--- src/rtl/cs_gap_pkg.sv ---
package cs_gap_pkg;
   typedef enum logic [1:0] {
      ST_IDLE  = 2'd0,
      ST_FRAME = 2'd1,
      ST_TRAIL = 2'd2,
      ST_GAP   = 2'd3
   } seq_state_t;

   localparam int unsigned NUM_DELAYS = 2;
   localparam int unsigned IDX_TRAIL  = 0;
   localparam int unsigned IDX_GAP    = 1;
endpackage

--- src/rtl/cs_delay_decode.sv ---
// Converts a prescaler code and a scaler code into terminal counts (factor - 1).
module cs_delay_decode #(
   parameter int unsigned PRE_W  = 2,
   parameter int unsigned SCL_W  = 4,
   parameter int unsigned PCNT_W = PRE_W + 1,
   parameter int unsigned SCNT_W = 2 ** SCL_W
) (
   input  logic [PRE_W-1:0]  pre_code,
   input  logic [SCL_W-1:0]  scl_code,
   output logic [PCNT_W-1:0] pre_last,
   output logic [SCNT_W-1:0] scl_last
);
   localparam logic [SCNT_W-1:0] ALL_ONES = {SCNT_W{1'b1}};

   // odd factor 2c+1 -> terminal count 2c
   always_comb begin
      pre_last = '0;
      pre_last[PCNT_W-1:1] = pre_code;
   end

   // power-of-two factor 2^(n+1) -> terminal count 2^(n+1)-1
   always_comb begin
      scl_last = ALL_ONES >> (SCNT_W - 1 - int'(scl_code));
   end
endmodule

--- src/rtl/cs_delay_timer.sv ---
// Prescaler counter gating a scaler counter; done marks the final cycle of the interval.
module cs_delay_timer #(
   parameter int unsigned PCNT_W = 3,
   parameter int unsigned SCNT_W = 16
) (
   input  logic              clk,
   input  logic              rst,
   input  logic              start,
   input  logic              run,
   input  logic [PCNT_W-1:0] pre_last,
   input  logic [SCNT_W-1:0] scl_last,
   output logic              done
);
   logic [PCNT_W-1:0] pcnt_q, plim_q;
   logic [SCNT_W-1:0] scnt_q, slim_q;
   logic              pre_wrap;

   assign pre_wrap = (pcnt_q == plim_q);
   assign done     = run && pre_wrap && (scnt_q == slim_q);

   always_ff @(posedge clk) begin
      if (rst) begin
         pcnt_q <= '0;
         scnt_q <= '0;
         plim_q <= '0;
         slim_q <= '0;
      end else if (start) begin
         pcnt_q <= '0;
         scnt_q <= '0;
         plim_q <= pre_last;
         slim_q <= scl_last;
      end else if (run) begin
         if (pre_wrap) begin
            pcnt_q <= '0;
            if (scnt_q != slim_q) begin
               scnt_q <= scnt_q + 1'b1;
            end
         end else begin
            pcnt_q <= pcnt_q + 1'b1;
         end
      end
   end
endmodule

--- src/rtl/cs_gap_sequencer.sv ---
module cs_gap_sequencer #(
   parameter int unsigned PRE_W = 2,
   parameter int unsigned SCL_W = 4
) (
   input  logic             clk,
   input  logic             rst,
   input  logic [PRE_W-1:0] trail_pre,
   input  logic [SCL_W-1:0] trail_scl,
   input  logic [PRE_W-1:0] gap_pre,
   input  logic [SCL_W-1:0] gap_scl,
   input  logic             last_edge,
   input  logic             frame_req,
   output logic             cs_active,
   output logic             delay_busy,
   output logic             cs_ready
);
   import cs_gap_pkg::*;

   localparam int unsigned PCNT_W = PRE_W + 1;
   localparam int unsigned SCNT_W = 2 ** SCL_W;

   if (PRE_W < 1 || PRE_W > 4) begin : g_bad_pre
      $error("cs_gap_sequencer: PRE_W must lie in 1..4");
   end
   if (SCL_W < 1 || SCL_W > 5) begin : g_bad_scl
      $error("cs_gap_sequencer: SCL_W must lie in 1..5");
   end

   seq_state_t state_q, state_d;
   logic       pend_q;
   logic       go, accept_edge, timer_done, timer_start, timer_run;

   // gap codes captured with the final edge; trailing codes go straight into the timer
   logic [PRE_W-1:0] gap_pre_q;
   logic [SCL_W-1:0] gap_scl_q;

   logic [PRE_W-1:0]  dec_pre  [NUM_DELAYS];
   logic [SCL_W-1:0]  dec_scl  [NUM_DELAYS];
   logic [PCNT_W-1:0] pre_last [NUM_DELAYS];
   logic [SCNT_W-1:0] scl_last [NUM_DELAYS];
   logic [PCNT_W-1:0] sel_pre;
   logic [SCNT_W-1:0] sel_scl;

   assign dec_pre[IDX_TRAIL] = trail_pre;
   assign dec_scl[IDX_TRAIL] = trail_scl;
   assign dec_pre[IDX_GAP]   = gap_pre_q;
   assign dec_scl[IDX_GAP]   = gap_scl_q;

   for (genvar i = 0; i < NUM_DELAYS; i++) begin : g_dec
      cs_delay_decode #(
         .PRE_W (PRE_W),
         .SCL_W (SCL_W),
         .PCNT_W(PCNT_W),
         .SCNT_W(SCNT_W)
      ) u_dec (
         .pre_code(dec_pre[i]),
         .scl_code(dec_scl[i]),
         .pre_last(pre_last[i]),
         .scl_last(scl_last[i])
      );
   end

   assign go          = (state_q == ST_IDLE) && (frame_req || pend_q);
   assign accept_edge = (state_q == ST_FRAME) && last_edge;
   assign timer_run   = (state_q == ST_TRAIL) || (state_q == ST_GAP);
   assign timer_start = accept_edge || ((state_q == ST_TRAIL) && timer_done);

   always_comb begin
      if (state_q == ST_FRAME) begin
         sel_pre = pre_last[IDX_TRAIL];
         sel_scl = scl_last[IDX_TRAIL];
      end else begin
         sel_pre = pre_last[IDX_GAP];
         sel_scl = scl_last[IDX_GAP];
      end
   end

   cs_delay_timer #(
      .PCNT_W(PCNT_W),
      .SCNT_W(SCNT_W)
   ) u_timer (
      .clk     (clk),
      .rst     (rst),
      .start   (timer_start),
      .run     (timer_run),
      .pre_last(sel_pre),
      .scl_last(sel_scl),
      .done    (timer_done)
   );

   always_comb begin
      state_d = state_q;
      unique case (state_q)
         ST_IDLE:  if (go)          state_d = ST_FRAME;
         ST_FRAME: if (accept_edge) state_d = ST_TRAIL;
         ST_TRAIL: if (timer_done)  state_d = ST_GAP;
         ST_GAP:   if (timer_done)  state_d = ST_IDLE;
         default:                   state_d = ST_IDLE;
      endcase
   end

   always_ff @(posedge clk) begin
      if (rst) begin
         state_q   <= ST_IDLE;
         pend_q    <= 1'b0;
         gap_pre_q <= '0;
         gap_scl_q <= '0;
      end else begin
         state_q <= state_d;
         if (state_q == ST_IDLE) begin
            pend_q <= 1'b0;
         end else if (frame_req) begin
            pend_q <= 1'b1;
         end
         if (accept_edge) begin
            gap_pre_q <= gap_pre;
            gap_scl_q <= gap_scl;
         end
      end
   end

   assign cs_active  = (state_q == ST_FRAME) || (state_q == ST_TRAIL);
   assign delay_busy = timer_run;
   assign cs_ready   = (state_q == ST_IDLE);
endmodule

--- config.mk ---
export PLATFORM = sky130hd
export DESIGN_NAME = cs_gap_sequencer
export DESIGN_NICKNAME = d
export VERILOG_FILES = /design/src/rtl/cs_gap_pkg.sv /design/src/rtl/cs_delay_decode.sv /design/src/rtl/cs_delay_timer.sv /design/src/rtl/cs_gap_sequencer.sv
export SDC_FILE = /design/constraint.sdc
export NUM_CORES = 1
export LEC_CHECK = 0
export BUFFER_PORTS_ARGS = -buffer_cell sky130_fd_sc_hd__buf_4
export CORE_ASPECT_RATIO = 0.5
export CORE_UTILIZATION = 34
export CTS_CLUSTER_SIZE = 12
export DETAILED_ROUTE_END_ITERATION = 10
export GPL_TIMING_DRIVEN = 0
export SKIP_LAST_GASP = 1
export SLEW_MARGIN = 20
export SYNTH_ARGS = -nofsm -noshare
export SYNTH_HDL_FRONTEND = slang
export SYNTH_SLANG_ARGS = --single-unit
--- constraint.sdc ---
create_clock -name clk -period 2.28 [get_ports clk]
set_input_delay 0.57 -clock clk [delete_from_list [all_inputs] [get_ports clk]]
set_output_delay 0.57 -clock clk [all_outputs]
set_load 0.02 [all_outputs]
# [Word-level counts from Yosys, hierarchy flattened]
# Cells that the tools add are included.
# Widths: inputs -> output; s select.
[totals] register_bits=47 in_bits=16 output_inout_bits=3 word_cells=46
[classes] add_sub_neg=4 eq_ne=10 shift=2 muxes=8 reduce_logical=14
[ops] cell="$shr 16x32->16 const A" count=2
[ops] cell="$add 16x1->16 const B" count=1
[ops] cell="$eq 16x16->1" count=1
[ops] cell="$mux 16" count=1
[ops] cell="$ne 16x16->1" count=1
[ops] cell="$sub 4x4->5 const A" count=2
[ops] cell="$mux 2" count=4
[ops] cell="$pmux 2 s4" count=1
[ops] cell="$mux 3" count=2
[ops] cell="$ne 2x2->1 const B" count=3
[ops] cell="$logic_and 1x1->1" count=5
[ops] cell="$eq 2x2->1 const B" count=2
[ops] cell="$logic_or 1x1->1" count=4
[ops] cell="$reduce_and 4->1" count=1
[ops] cell="$reduce_or 2->1" count=2
[ops] cell="$add 3x1->3 const B" count=1
[ops] cell="$eq 3x3->1" count=1
[ops] cell="$reduce_and 3->1" count=1
[ops] cell="$eq 2x1->1 const B" count=1
[ops] cell="$logic_not 2->1" count=1
[ops] cell="$ne 2x1->1 const B" count=1

# [Logic depth before layout (Yosys ltp)]
[depth] ltp_word=7 ltp_mapped=9 ltp_nobuf=8

# [Hierarchy]
# Synthesis repeated with hierarchy kept, for this count alone.
[unflattened] hier_cells=332 hier_area_um2=2885.3
[modules_own_cells] module="cs_delay_timer" n_inst=1 cells_each=197 area_each_um2=1839.3 seq_area_each_um2=760.7
[modules_own_cells] module="cs_gap_sequencer" n_inst=1 cells_each=75 area_each_um2=685.7 seq_area_each_um2=180.2
[modules_own_cells] module="cs_delay_decode" n_inst=2 cells_each=30 area_each_um2=180.2 seq_area_each_um2=0.0

# [Worst setup path after synthesis]
# Ideal clock, no wire load.
[synth_path] kind="flip-flop to flip-flop" startpoint="register state_q[0]" endpoint="register u_timer.scnt_q[6]" setup_ns=0.070 arrival_ns=1.912 required_ns=2.210 slack_ns=0.299 stages_incl_launch_ff=10 n_path_buf=1 synth_period_minus_slack_ns=1.981 cell_sequence="dfxtp_1 > inv_1 > ha_1 > nor2_1 > inv_2 > and3_1 > clkbuf_1 > nand4_1 > or4_1 > a21oi_1"
[synth_via] elab_chain_cells=7 elab_cells_between_ends=11 cone_classes="3 x eq/ne; 8 x reduce/logical"
[synth_lines] element="from (decl)" line="cs_gap_sequencer.sv:29" source="seq_state_t state_q, state_d;"
[synth_lines] element="from (signal assigned)" line="cs_gap_sequencer.sv:109" source="state_q <= state_d;"
[synth_lines] element="$eq 2x2->1" line="cs_gap_sequencer.sv:65" source="assign timer_run = (state_q == ST_TRAIL) || (state_q == ST_GAP);"
[synth_lines] element="$logic_or 1x1->1 *" line="cs_gap_sequencer.sv:65"
[synth_lines] element="net delay_busy" line="cs_gap_sequencer.sv:14" source="output logic delay_busy,"
[synth_lines] element="$logic_and 1x1->1 (2 in a row)" line="cs_delay_timer.sv:19" source="assign done = run && pre_wrap && (scnt_q == slim_q);"
[synth_lines] element="$logic_and 1x1->1" line="cs_gap_sequencer.sv:66" source="assign timer_start = accept_edge || ((state_q == ST_TRAIL) && timer_done);"
[synth_lines] element="$logic_or 1x1->1" line="cs_gap_sequencer.sv:66"
[synth_lines] element="$reduce_or 2->1 (no line)"
[synth_lines] element="to (signal assigned)" line="cs_delay_timer.sv:36" source="scnt_q <= scnt_q + 1'b1;"
[synth_lines] element="to (decl)" line="cs_delay_timer.sv:15" source="logic [SCNT_W-1:0] scnt_q, slim_q;"
# The timed path passes the listed nets; every way through them passes the cells marked *.
# A chain may end at the register's enable or synchronous reset.

# [Worst setup path after layout]
[layout_path] startpoint="register u_timer.plim_q[1]" endpoint="register u_timer.scnt_q[15]"
[layout_via] elab_chain_cells=6 elab_cells_between_ends=7 cone_classes="1 x eq/ne; 6 x reduce/logical"
[layout_lines] element="from (decl)" line="cs_delay_timer.sv:14" source="logic [PCNT_W-1:0] pcnt_q, plim_q;"
[layout_lines] element="from (signal assigned)" line="cs_delay_timer.sv:30" source="plim_q <= pre_last;"
[layout_lines] element="$eq 3x3->1 *" line="cs_delay_timer.sv:18" source="assign pre_wrap = (pcnt_q == plim_q);"
[layout_lines] element="$logic_and 1x1->1 (2 in a row)" line="cs_delay_timer.sv:19"
[layout_lines] element="$logic_and 1x1->1" line="cs_gap_sequencer.sv:66"
[layout_lines] element="$logic_or 1x1->1" line="cs_gap_sequencer.sv:66"
[layout_lines] element="$reduce_or 2->1 (no line)"
# Every way passes the cells marked *; elsewhere a longest branch is shown, timed or not.

==> flow_summary.json <==
{
  "outcome": "finished clean",
  "num_rows": 21,
  "final-hold-violation-count": 0,
  "finalWirelength_um": 5670,
  "synth_top_cell_by_area": "dfxtp_1",
  "n_antenna_cell": 0,
  "end_kind": "flip-flop",
  "cts.sinks": 46,
  "cts_root_buffer": "clkbuf_16",
  "p_sw_frac": 0.393,
  "initial_core_util": 0.361,
  "synth_edf_count": 0,
  "netlist_top_cells_area": "dfxtp_1 (37%), xor2_1 (6.3%), a21oi_1 (5.6%)",
  "crit_fanout": 6,
  "powerDensity_nw_per_um2": 1080,
  "cts_tree": "done",
  "dieArea_um2": 7680,
  "wire_per_inst_um": 14.2,
  "die_w_um": 123,
  "core_area_um2": 6880,
  "cts_made_buffers": 5,
  "die-height_um": 62.5,
  "reg2reg_setup_slack_ns": 0.14,
  "io_buffers": 17,
  "cts_buffer_depth": 2,
  "hp-class": "reg -> reg",
  "worstMarginPinSlew_ns": 0.625,
  "drive_gt1_frac": 0.192,
  "dp.cells": 390,
  "postRouteAntennaNets": 0,
  "vdd_drop_max_uv": 447,
  "sequentialPowerShare": 0.302,
  "drtIter0Drc": 105,
  "drt_first_pass_iters": 4,
  "vias_per_cell": 5.24,
  "grt_pass1_wl_um": 9920,
  "timing.final.crit_share": 0.939,
  "switchingPower_w": 0.00124,
  "skew_ns": 0.00349,
  "clkTransAtPathRegs_ns": 0.06,
  "pwr-share-clk": 0.237,
  "pwr-share-comb": 0.461,
  "grt_usage": 0.165,
  "async_flop_share": 0,
  "p_int_w": 0.00192,
  "syn_inst": 281,
  "stdcell_count": 400,
  "synth_top_area_frac": 0.370,
  "ys_seq_elements": 46,
  "post-dp-hpwl_um": 4200,
  "h-tree-depth": 2,
  "final_max_slew_viol_count": 0,
  "syn_nets": 303,
  "worstSkewPairLatency_ns": 0.29,
  "syn_area_um2": 2490,
  "period_minus_slack_ns": 2.14,
  "fmax_mhz": 467,
  "design_area_um2": 2920,
  "startpoint_type": "flip-flop",
  "leakage_nw": 1.18,
  "synth_flop_cell": "dfxtp_1",
  "syn2layout_area_growth_pct": 17.5,
  "ys_types": 42,
  "grt_max_degree": 15,
  "relSlewSlack": 0.581,
  "whs_ns": 0.459,
  "globalplace.congestion": 0.769,
  "arrival_ns": 2.36,
  "n_fill_cell": 685,
  "placed_area_um2": 2730,
  "utilization": 0.424,
  "ioPinCount": 19,
  "fin_nets": 329,
  "critPathRequiredTime_ns": 2.50,
  "path_class": "reg -> reg",
  "grt_overflow": 0,
  "yosys_warnings": 0,
  "drc_errors": 0,
  "grt_setup_unrepaired": "yes",
  "layout_common_cells": "dfxtp_1 (46), a21oi_1 (28), nand2_1 (23), buf_4 (22), xor2_1 (18)",
  "cap_violations": 0,
  "grt_pass1_vias": 2058,
  "syn_area_per_cell_um2": 8.85,
  "num_vias": 2097,
  "setup_violations": 0,
  "tns_ns": 0,
  "layout_commonest_cell": "dfxtp_1",
  "synth-seq-area-share": 0.370,
  "antenna_found_initial": 0
}
## layer usage
metal  vias up  routed length, µm  global-route usage
met2        38               2440               0.261
met3         7                282              0.0356
li1       1059                  -                   -
met4         0                 63              0.0412
met5         -                  0                   0
met1       993               2880               0.228
## final timing paths
check | end | cells after the start | start
worst min register to register | gap_scl_q[0] | 2 | gap_scl_q[0]
worst max-delay path | u_timer.scnt_q[15] | 5 | u_timer.plim_q[1]
worst max register to register | u_timer.scnt_q[15] | 5 | u_timer.plim_q[1]
worst min-delay path | gap_scl_q[0] | 2 | gap_scl_q[0]
## logic make-up (layout without fill, tap and decap cells)
| family | after synthesis | after routing | share of synthesized area |
|---|---|---|---|
| AOI/OAI and AO/OA | 58 | 58 | 0.140 |
| xor gates and xnor gates | 18 | 18 | 0.0634 |
| and+or+nand+nor | 106 | 106 | 0.244 |
| DFF | 46 | 46 | 0.370 |
| buffers and inverters | 23 | 50 | 0.0473 |
| muxes | 24 | 24 | 0.105 |
| adders and majority gates | 6 | 6 | 0.0302 |
## area by class of cell
type | count | area [µm²] | area share
inverter | 6 | 22.5 | 0.00771
tap | 92 | 115 | 0.0394
clock inverter | 2 | 12.5 | 0.00428
sequential | 46 | 921 | 0.315
timing repair buffer | 21 | 158 | 0.0540
buffer | 15 | 87.6 | 0.0300
clock buffer | 6 | 139 | 0.0476
multi-input combinational | 212 | 1470 | 0.502
## worst max-delay path, cell delays in order, from the launching register on
cell     delay (ns)
dfxtp_1        0.34
xor2_1         0.18
nor3_2         0.53
nand4_1        0.33
or4_1          0.55
a21oi_1        0.14
## flip-flops by register name, indices dropped and copies added, names as in the netlist
register / cells
u_timer.pcnt_q: 3
state_q: 2
u_timer.scnt_q: 16
u_timer.plim_q: 2
pend_q: 1
u_timer.slim_q: 16
gap_pre_q: 2
gap_scl_q: 4
## stage by stage
step	setup slack, ns	total power [W]
6_report	0.138	0.00316
3_5_place_dp	0.0183	0.00236
4_1_cts	0.0375	0.00315
5_1_grt	-0.0225	0.00336
3_3_place_gp	0.0449	0.00233
2_1_floorplan	0.299	0.00200
## power by group through the flow
stage | clock network [W] | logic (W) | registers (W)
2_1_floorplan | 0 | 0.00105 | 0.000948
6_report | 0.000748 | 0.00145 | 0.000954
5_1_grt | 0.000797 | 0.00160 | 0.000964
4_1_cts | 0.000754 | 0.00144 | 0.000953
3_3_place_gp | 0 | 0.00136 | 0.000967
3_5_place_dp | 0 | 0.00138 | 0.000971
## cell usage after synthesis, types with 2 or more instances
| library cell | count |
|---|---|
| nand3_1 | 5 |
| dfxtp_1 | 46 |
| xor2_1 | 18 |
| a21oi_1 | 28 |
| nor2_1 | 10 |
| nand4_1 | 8 |
| o31ai_1 | 7 |
| o21ai_0 | 14 |
| nor3_1 | 6 |
| inv_1 | 5 |
| or4_1 | 8 |
| buf_2 | 4 |
| mux2_4 | 2 |
| mux2_2 | 8 |
| nand2b_1 | 12 |
| nor4_1 | 2 |
| buf_6 | 3 |
| mux2i_1 | 14 |
| nor4_2 | 2 |
| clkbuf_1 | 9 |
| and2_1 | 3 |
| nand2_1 | 23 |
| ha_1 | 6 |
| nor3_2 | 2 |
| or3_1 | 9 |
| nor2b_1 | 11 |
## repair_timing
action / 4_1_cts / 5_1_grt
gates resized for setup: 1 / 3
setup endpoints to repair: 3 / 22
buffers inserted: 4 / 0
hold buffers: 0 / 0
Power figures use the tool's default switching activity.
